## src/rtl/seq_unlock_pkg.sv

```systemverilog
package seq_unlock_pkg;

    localparam int ADDR_W  = 15;
    localparam int CMP_W   = 14;
    localparam int SEQ_LEN = 6;
    localparam int STEP_W  = $clog2(SEQ_LEN);
    localparam int PRE_LEN = SEQ_LEN - 1;

    localparam logic [STEP_W-1:0] LAST_STEP = STEP_W'(PRE_LEN);

    localparam logic [CMP_W-1:0] STORE_ADDR  = 14'h0FC0;
    localparam logic [CMP_W-1:0] RECALL_ADDR = 14'h0C63;

    typedef struct packed {
        logic             rd;
        logic             wr;
        logic [CMP_W-1:0] addr;
    } bus_evt_t;

    typedef enum logic [2:0] {
        EV_NONE,
        EV_ABORT,
        EV_ADVANCE,
        EV_RESTART,
        EV_STORE,
        EV_RECALL,
        EV_HOLD
    } seq_evt_e;

    function automatic logic [CMP_W-1:0] prefix_addr(input int idx);
        case (idx)
            0:       return 14'h0E38;
            1:       return 14'h31C7;
            2:       return 14'h03E0;
            3:       return 14'h3C1F;
            default: return 14'h303F;
        endcase
    endfunction

endpackage

```

## src/rtl/sud_addr_match.sv

```systemverilog
module sud_addr_match
    import seq_unlock_pkg::*;
(
    input  logic [STEP_W-1:0] step,
    input  logic [CMP_W-1:0]  addr,
    output logic              hit_next,
    output logic              hit_first,
    output logic              hit_store,
    output logic              hit_recall
);
    logic [SEQ_LEN-1:0] hit_vec;

    for (genvar i = 0; i < SEQ_LEN; i++) begin : g_cmp
        if (i < PRE_LEN) begin : g_pre
            assign hit_vec[i] = (addr == prefix_addr(i));
        end else begin : g_tail
            assign hit_vec[i] = 1'b0;
        end
    end

    assign hit_next   = hit_vec[step];
    assign hit_first  = hit_vec[0];
    assign hit_store  = (addr == STORE_ADDR);
    assign hit_recall = (addr == RECALL_ADDR);

endmodule

```

## src/rtl/sud_step_fsm.sv

```systemverilog
module sud_step_fsm
    import seq_unlock_pkg::*;
(
    input  logic              clk,
    input  logic              rst,
    input  bus_evt_t          acc,
    input  logic              busy,
    input  logic              hit_next,
    input  logic              hit_first,
    input  logic              hit_store,
    input  logic              hit_recall,
    output logic [STEP_W-1:0] step_q,
    output seq_evt_e          evt
);
    logic [STEP_W-1:0] step_d;

    always_comb begin
        evt = EV_NONE;
        if (busy) begin
            evt = EV_HOLD;
        end else if (acc.wr) begin
            evt = EV_ABORT;
        end else if (acc.rd) begin
            if (step_q == LAST_STEP) begin
                if (hit_store)       evt = EV_STORE;
                else if (hit_recall) evt = EV_RECALL;
                else if (hit_first)  evt = EV_RESTART;
                else                 evt = EV_ABORT;
            end else begin
                if (hit_next)        evt = EV_ADVANCE;
                else if (hit_first)  evt = EV_RESTART;
                else                 evt = EV_ABORT;
            end
        end
    end

    always_comb begin
        case (evt)
            EV_NONE:    step_d = step_q;
            EV_ADVANCE: step_d = step_q + STEP_W'(1);
            EV_RESTART: step_d = STEP_W'(1);
            default:    step_d = '0;
        endcase
    end

    always_ff @(posedge clk) begin
        if (rst) step_q <= '0;
        else     step_q <= step_d;
    end

    assert_step_range_R10: assert property (@(posedge clk) disable iff (rst)
        step_q <= LAST_STEP);

    assert_busy_idle_R8: assert property (@(posedge clk) disable iff (rst)
        busy |=> (step_q == '0));

    assert_write_abort_R6: assert property (@(posedge clk) disable iff (rst)
        (acc.wr && !busy) |=> (step_q == '0));

    assert_advance_R2: assert property (@(posedge clk) disable iff (rst)
        (acc.rd && !acc.wr && !busy && step_q != LAST_STEP && hit_next)
        |=> (step_q == $past(step_q) + STEP_W'(1)));

endmodule

```

## src/rtl/sud_cmd_out.sv

```systemverilog
module sud_cmd_out
    import seq_unlock_pkg::*;
(
    input  logic     clk,
    input  logic     rst,
    input  seq_evt_e evt,
    output logic     store_q,
    output logic     recall_q
);
    always_ff @(posedge clk) begin
        if (rst) begin
            store_q  <= 1'b0;
            recall_q <= 1'b0;
        end else begin
            store_q  <= (evt == EV_STORE);
            recall_q <= (evt == EV_RECALL);
        end
    end

    assert_cmd_exclusive_R9: assert property (@(posedge clk) disable iff (rst)
        !(store_q && recall_q));

    assert_store_pulse_R3: assert property (@(posedge clk) disable iff (rst)
        store_q |=> !store_q);

    assert_recall_pulse_R4: assert property (@(posedge clk) disable iff (rst)
        recall_q |=> !recall_q);

endmodule

```

## src/rtl/seq_unlock_detector.sv

```systemverilog
module seq_unlock_detector
    import seq_unlock_pkg::*;
(
    input  logic              clk,
    input  logic              rst,
    input  logic              rd_done,
    input  logic              wr_done,
    input  logic [ADDR_W-1:0] rd_addr,
    input  logic              engine_busy,
    output logic              store_cmd,
    output logic              recall_cmd,
    output logic [STEP_W-1:0] step_cnt
);
    bus_evt_t acc;
    logic     hit_next, hit_first, hit_store, hit_recall;
    seq_evt_e evt;
    logic     unused_hi_bits;

    assign acc.rd   = rd_done;
    assign acc.wr   = wr_done;
    assign acc.addr = rd_addr[CMP_W-1:0];
    assign unused_hi_bits = ^rd_addr[ADDR_W-1:CMP_W];

    sud_addr_match u_match (
        .step       (step_cnt),
        .addr       (acc.addr),
        .hit_next   (hit_next),
        .hit_first  (hit_first),
        .hit_store  (hit_store),
        .hit_recall (hit_recall)
    );

    sud_step_fsm u_fsm (
        .clk        (clk),
        .rst        (rst),
        .acc        (acc),
        .busy       (engine_busy),
        .hit_next   (hit_next),
        .hit_first  (hit_first),
        .hit_store  (hit_store),
        .hit_recall (hit_recall),
        .step_q     (step_cnt),
        .evt        (evt)
    );

    sud_cmd_out u_cmd (
        .clk      (clk),
        .rst      (rst),
        .evt      (evt),
        .store_q  (store_cmd),
        .recall_q (recall_cmd)
    );

    assert_store_source_R9: assert property (@(posedge clk) disable iff (rst)
        store_cmd |-> ($past(step_cnt) == LAST_STEP && $past(rd_done)
                       && !$past(engine_busy) && !$past(wr_done)));

    assert_recall_source_R9: assert property (@(posedge clk) disable iff (rst)
        recall_cmd |-> ($past(step_cnt) == LAST_STEP && $past(rd_done)
                        && !$past(engine_busy) && !$past(wr_done)));

endmodule

```

## config.mk

```make
export PLATFORM = sky130hd
export DESIGN_NAME = seq_unlock_detector
export DESIGN_NICKNAME = d
export VERILOG_FILES = /design/src/rtl/seq_unlock_pkg.sv /design/src/rtl/sud_addr_match.sv /design/src/rtl/sud_step_fsm.sv /design/src/rtl/sud_cmd_out.sv /design/src/rtl/seq_unlock_detector.sv
export SDC_FILE = /design/constraint.sdc
export NUM_CORES = 1
export LEC_CHECK = 0
export CAP_MARGIN = 30
export CORE_AREA = 2 2 39 41
export CTS_CLUSTER_DIAMETER = 40
export CTS_CLUSTER_SIZE = 28
export DETAILED_ROUTE_END_ITERATION = 10
export DIE_AREA = 0 0 41 43
export DONT_BUFFER_PORTS = 1
export PLACE_DENSITY_LB_ADDON = 0.2
export SLEW_MARGIN = 0
export SYNTH_ARGS = -nofsm -noshare
export SYNTH_HDL_FRONTEND = slang
export SYNTH_SLANG_ARGS = --single-unit
export TNS_END_PERCENT = 1
```

## constraint.sdc

```tcl
create_clock -name clk -period 3.2 [get_ports clk]
set_input_delay 0 -clock clk [delete_from_list [all_inputs] [get_ports clk]]
set_output_delay 0 -clock clk [all_outputs]
set_load 0.01 [all_outputs]
```

==> results of run 1 <==
registers in the layout, indices dropped and copies added (netlist names):
signal	cells
u_fsm.step_q	3
u_cmd.recall_q	1
u_cmd.store_q	1
placed cells by master (no fill, tap or decap):
cell / n
dlygate4sd3_1: 6
ha_1: 2
nor4bb_1: 1
nor2b_1: 1
a22oi_1: 1
or3b_2: 2
o21ai_1: 1
nor4_1: 4
a211oi_1: 1
o211ai_1: 1
o221a_4: 1
or4b_2: 1
nor3_1: 4
dfxtp_1: 5
nor2_1: 8
or4_4: 1
a311oi_1: 2
or4bb_1: 1
o21ai_0: 1
nor3b_1: 1
or3_4: 1
a21o_2: 1
nand2b_1: 3
a211oi_4: 1
nand4bb_1: 2
inv_1: 2
and3_2: 1
o21bai_2: 1
clkbuf_4: 3
o311a_1: 1
nand3_1: 4
or4_1: 2
or3b_1: 1
nor4_2: 1
clkbuf_1: 1
nand2_1: 9
mux2i_1: 1
nand4_1: 1
a21oi_1: 1
worst max path at each step:
stage                           end       startpoint
finish              u_fsm.step_q[0]  u_fsm.step_q[0]
CTS                 u_fsm.step_q[0]  u_fsm.step_q[0]
floorplan           u_fsm.step_q[1]  u_fsm.step_q[0]
global placement    u_fsm.step_q[1]  u_fsm.step_q[1]
detailed placement  u_fsm.step_q[1]  u_fsm.step_q[0]
global route        u_fsm.step_q[0]  u_fsm.step_q[1]
cells in the mapped netlist (2+ instances only):
master / count
a311oi_1: 2
dfxtp_1: 5
ha_1: 2
inv_1: 2
nand2_1: 9
nand2b_1: 3
nand3_1: 4
nand4bb_1: 2
nor2_1: 8
nor3_1: 4
nor4_1: 4
or3b_2: 2
or4_1: 2
stage by stage:
stage | power [W] | area [um2]
after floorplan | 0.0000778 | 573
after global placement | 0.0000800 | 593
after detailed placement | 0.0000800 | 593
after CTS | 0.000157 | 679
after global routing | 0.000161 | 679
final | 0.000154 | 679
area by class of cell:
| cell class | count | area (um2) | area share [%] |
|---|---|---|---|
| multi-input combinational | 65 | 465 | 68.5 |
| sequential | 5 | 100 | 14.7 |
| timing repair buffer | 6 | 60.1 | 8.84 |
| clock buffer | 4 | 26.3 | 3.87 |
| tap | 16 | 20.0 | 2.95 |
| inverter | 2 | 7.51 | 1.10 |
layer usage:
| metal | GRT usage [%] | vias up | routed length, um |
|---|---|---|---|
| li1 | - | 302 | - |
| met1 | 21.7 | 272 | 572 |
| met2 | 28.1 | 13 | 744 |
| met3 | 1.57 | 0 | 62 |
| met4 | 10.0 | 0 | 0 |
| met5 | 0 | - | 0 |
repair_timing:
item | in CTS | in global routing
hold buffers | 6 | 0
hold endpoints to repair | 4 | 0
setup endpoints to repair | 0 | 0
power by group through the flow:
stage                      Clock, W  Combinational [W]  Sequential (W)
final                     0.0000705          0.0000206       0.0000626
after global routing      0.0000756          0.0000226       0.0000625
after global placement            0          0.0000164       0.0000636
after detailed placement          0          0.0000164       0.0000636
after floorplan                   0          0.0000142       0.0000636
after CTS                 0.0000737          0.0000204       0.0000625
logic make-up (layout without fill, tap and decap cells):
kind of cell / Yosys count / after routing / synth area share, %
fa+ha+maj: 2 / 2 / 4.37
flops: 5 / 5 / 17.5
mux: 1 / 1 / 1.75
simple gates: 49 / 49 / 53.3
compound gates: 13 / 13 / 21.8
buf+inv: 2 / 12 / 1.31
==> results.txt, run 1 <==
Vias in the first global route: 558
Pre-Repair DR Iteration Count: 4
Top_reg_cell synth: dfxtp_1
CTS resizes: 0
Levels on crit path: 6
Final net count: 105
CP Capture Type: flop
Placed cells: 88
DRC viols: 0
GPL Wtd Cong: 0.766
Die area: 1760 um2
Clk slew on worst S/H paths: 40 ps
Root Buffer: clkbuf_4
Post-synth EDFFs: 0
Top area cells in the synthesized netlist: dfxtp_1 17%, nand2_1 5.9%, nor2_1 5.2%
Pins Over Slew Limit: 0
YS warnings: 0
Fill count: 151
Cell count after synthesis: 72
Critical Path AT: 3120 ps
DIE HEIGHT: 43 um
Skew-Pair Late Insertion Delay: 230 ps
Ys async rst share: 0%
Final period util: 92.0%
Starting Density: 41.4%
Final Instance Count excl. Fillers: 98
Worst vdd ir: 68.6 uV
CTS Buffer Depth: 2
Leakage: 0.202 nW
Max Freq: 340 MHz
Combinational Power Share: 13.4%
Yosys top cell area share: 17.5%
Crit path required time: 3380 ps
Slew headroom: 71.0%
CTS buffer count: 3
R2r worst-path depth: 6
Initial antenna violation count: 0
Routed Antenna Nets: 0
Pre-CTS setup slack: 765 ps
Largest net degree at the start of global routing: 10
Reg-to-reg setup timing slack: 260 ps
Critical-path top delay cell: or4b_2
Fin crit period: 2940 ps
WHS Path Cells: 2
WL per Instance: 14.1 um
Sequential element share of the synthesized area: 17.5%
Io pins: 25
Layout area overhead: 18.6%
Slowest Stage Delay on Critical Path: 760 ps
Total track usage: 17.6%
Setup TNS Final: 0 ps
DPL Wire Length: 1.04 mm
Switching power total: 0.0000326 W
Max cap viols: 0
Fraction of layout cells with a size suffix above 1: 17.1%
Hold EP: u_cmd.recall_q
Skew final: 1.26 ps
Final Util: 49.1%
Reg2reg start: u_fsm.step_q[0]
Via count: 587
Pint: 0.000121 W
IO buf count: 0
Core Area: 1380 um2
HP Start: engine_busy
Post-synthesis net count: 94
Setup bufs post-CTS: 0
Sw frac: 21.2%
Synth area leader: dfxtp_1
Total wire length: 1.38 mm
Row cnt: 14
Worst path cell trace: or4b_2, nor4_1, o21ai_1, a21o_2, a311oi_1, dlygate4sd3_1
Clock power share: 45.9%
RR Endpoint: u_fsm.step_q[0]
Synthesized area: 573 um2
Yosys reg bits: 5
CP Class: reg2reg
Final hold vios: 0
CTS tree: done
Final WS setup: 257 ps
Clk sinks: 5
Avg Cell Area, Syn: 7.96 um2
Status: finished, final reports clean
Ant. Diodes: 0
Avg Vias per Cell: 5.99
Netlist cell types: 36
Largest delay share family, worst path: simple AND/OR/NAND/NOR gates
RSZ-0062 raised after global routing: false
Worst Path Max Fanout: 9
CTS H-Tree Depth: 1
Worst hold slack: 37.8 ps
Initial DRC Count: 4
Die width: 41 um
Global-route wire length before repair: 2.17 mm
Min-Delay Path Class: in2reg
Power Density: 226 nW/um2
Worst Tran Pin Value: 434 ps
Buf+Inv Stages, Crit Path: 1
Startpoint types: flop
Setup Viol. Count Final: 0
Register share of total power: 40.7%
Grt total ovfl: 0
Power figures use the tool's default switching activity.
==> inputs of run 2 (changes only) <==
--- a/config.mk
+++ b/config.mk
@@ -6,11 +6,12 @@
 export NUM_CORES = 1
 export LEC_CHECK = 0
 export CAP_MARGIN = 30
-export CORE_AREA = 2 2 39 41
+export CELL_PAD_IN_SITES_DETAIL_PLACEMENT = 2
+export CELL_PAD_IN_SITES_GLOBAL_PLACEMENT = 2
+export CORE_UTILIZATION = 34
 export CTS_CLUSTER_DIAMETER = 40
 export CTS_CLUSTER_SIZE = 28
 export DETAILED_ROUTE_END_ITERATION = 10
-export DIE_AREA = 0 0 41 43
 export DONT_BUFFER_PORTS = 1
 export PLACE_DENSITY_LB_ADDON = 0.2
 export SLEW_MARGIN = 0
==> results.txt, run 2 (synthesis gave the netlist of run 1 again) <==
Reg2reg start: u_fsm.step_q[0]
Worst Tran Pin Value: 522 ps (+87.3 ps)
Metal2 WL: 853 um (+15%)
Skew-Pair Late Insertion Delay: 240 ps (about the same)
Pre-CTS setup slack: 654 ps (-111 ps)
Area of the multi-input gates: 472 um2 (+1.3%)
Combinational Power Share: 13.9% (+0.5 points)
RSZ-0062 raised after global routing: false
Starting Density: 37.2% (-4.2 points)
Status: finished, final reports clean
Biggest regs: u_fsm.step_q x3, u_cmd.recall_q x1, u_cmd.store_q x1
Leakage: 0.202 nW (about the same)
Commonest cells after routing, fill and taps aside: 9 x nand2_1, 8 x nor2_1, 6 x dlygate4sd3_1
Die area: 1850 um2 (+5.1%)
Max cap viols: 0 (unchanged)
Switching power total: 0.0000356 W (+9.3%)
Met3 WL post-DR: 86 um (+39%)
HP Start: engine_busy
Final WS setup: 240 ps (-17.3 ps)
Sw frac: 22.7% (+1.5 points)
Fin crit period: 2960 ps (+17.3 ps)
Worst setup path start: u_fsm.step_q[0]
Setup Viol. Count Final: 0 (unchanged)
Clk sinks: 5 (unchanged)
Slew headroom: 65.0% (-6.0 points)
Reg area: 100 um2 (unchanged)
Fill count: 185 (+23%)
Vias in the first global route: 684 (+23%)
Min-Delay Path Class: in2reg
Total track usage: 21.8% (+4.2 points)
Core Area: 1540 um2 (+11%)
Commonest non-fill, non-tap cell in the layout: nand2_1
Reg-to-reg setup timing slack: 240 ps (-20 ps)
Worst Path Max Fanout: 9 (unchanged)
WL per Instance: 18.6 um (+32%)
Startpoint types: flop
Finished Cell Area: 686 um2 (+0.92%)
Initial DRC Count: 1 (-3)
Total wire length: 1.83 mm (+32%)
CTS tree: done
Skew final: 3.38 ps (+2.13 ps)
Power Density: 229 nW/um2 (+1.1%)
Largest net degree at the start of global routing: 10 (unchanged)
Final Util: 44.5% (-4.6 points)
Initial antenna violation count: 0 (unchanged)
Crit path required time: 3380 ps (about the same)
Grt total ovfl: 0 (unchanged)
Fraction of layout cells with a size suffix above 1: 18.3% (+1.2 points)
Final hold vios: 0 (unchanged)
Pint: 0.000121 W (about the same)
Register share of total power: 39.9% (-0.8 points)
CP Capture Type: flop
DIE HEIGHT: 43.1 um (+0.13%)
Layout area overhead: 19.7%
Setup bufs post-CTS: 0 (unchanged)
Placed Area: 593 um2 (unchanged)
CTS H-Tree Depth: 1 (unchanged)
Clk slew on worst S/H paths: 40 ps (about the same)
IO buf count: 0 (unchanged)
Avg Vias per Cell: 6.35 (+6.0%)
Final period util: 92.5% (+0.54 points)
Top Metal Used: met3
Ant. Diodes: 0 (unchanged)
Root Buffer: clkbuf_4
Top reg by flops: u_fsm.step_q
Die width: 43.1 um (+5.0%)
Clock power share: 46.2% (+0.3 points)
Row cnt: 14 (unchanged)
Setup TNS Final: 0 ps (unchanged)
CTS buffer count: 3 (unchanged)
Routed Antenna Nets: 0 (unchanged)
DPL Wire Length: 1.40 mm (+35%)
Pre-Repair DR Iteration Count: 3 (-1)
Via count: 622 (+6.0%)
Final net count: 105 (unchanged)
Max Freq: 338 MHz (-0.58%)
Max reg flops: 3 (unchanged)
Worst vdd ir: 303 uV (+340%)
Global-route wire length before repair: 2.99 mm (+37%)
DRC viols: 0 (unchanged)
Wire length on met1: 884 um (+55%)
Pins Over Slew Limit: 0 (unchanged)
CTS Buffer Depth: 2 (unchanged)
Critical Path AT: 3140 ps (+20 ps)
Worst hold slack: 47.7 ps (+9.84 ps)
CP Class: reg2reg
Io pins: 25 (unchanged)
GPL Wtd Cong: 0.802 (+4.7%)
-- run 2: cell counts in the layout (fill, tap and decap cells not counted) --
No cell type changed its count.
-- run 2: final timing paths --
check                                       end  cells past startpoint
worst min-delay path             u_cmd.recall_q                      2
worst max register to register  u_fsm.step_q[0]                      6
worst max-delay path            u_fsm.step_q[0]                      6
worst min register to register  u_fsm.step_q[2]                      2
-- run 2: layout make-up --
| class | count | share of cell area [%] |
|---|---|---|
| multi-input combinational | 65 | 68.8 |
| inverter | 2 | 1.09 |
| timing repair buffer | 6 | 8.76 |
| sequential | 5 | 14.6 |
| tap | 16 | 2.92 |
| clock buffer | 4 | 3.83 |
-- run 2: worst max-delay path: stages (launching register included) --
cell	delay (ps)
dfxtp_1	430
or4b_2	760
nor4_2	360
o21ai_1	260
a21o_2	260
a311oi_1	250
dlygate4sd3_1	580
-- run 2: metrics by stage --
| step | power, W | std cells |
|---|---|---|
| floorplan | 0.0000778 | 72 |
| global placement | 0.0000804 | 88 |
| detailed placement | 0.0000812 | 88 |
| CTS | 0.000161 | 98 |
| global route | 0.000167 | 98 |
| finish | 0.000157 | 98 |
-- run 2: metal layers --
metal  global-route usage, %  up-vias
met5                       0        -
met4                       0        0
met3                    7.23        0
met2                    37.0       18
met1                    28.6      302
li1                        -      302
-- run 2: power groups by stage --
stage | clock, W | combinational, W | sequential [W]
3_3_place_gp | 0 | 0.0000168 | 0.0000636
2_1_floorplan | 0 | 0.0000142 | 0.0000636
5_1_grt | 0.0000807 | 0.0000236 | 0.0000624
3_5_place_dp | 0 | 0.0000176 | 0.0000636
4_1_cts | 0.0000768 | 0.0000213 | 0.0000625
6_report | 0.0000725 | 0.0000217 | 0.0000625
-- run 2: what timing repair did --
item                                   4_1_cts  5_1_grt
resized for setup                            0        1
hold buffers                                 6        0
endpoints found under the hold margin        4        0
setup endpoints to repair                    0        1
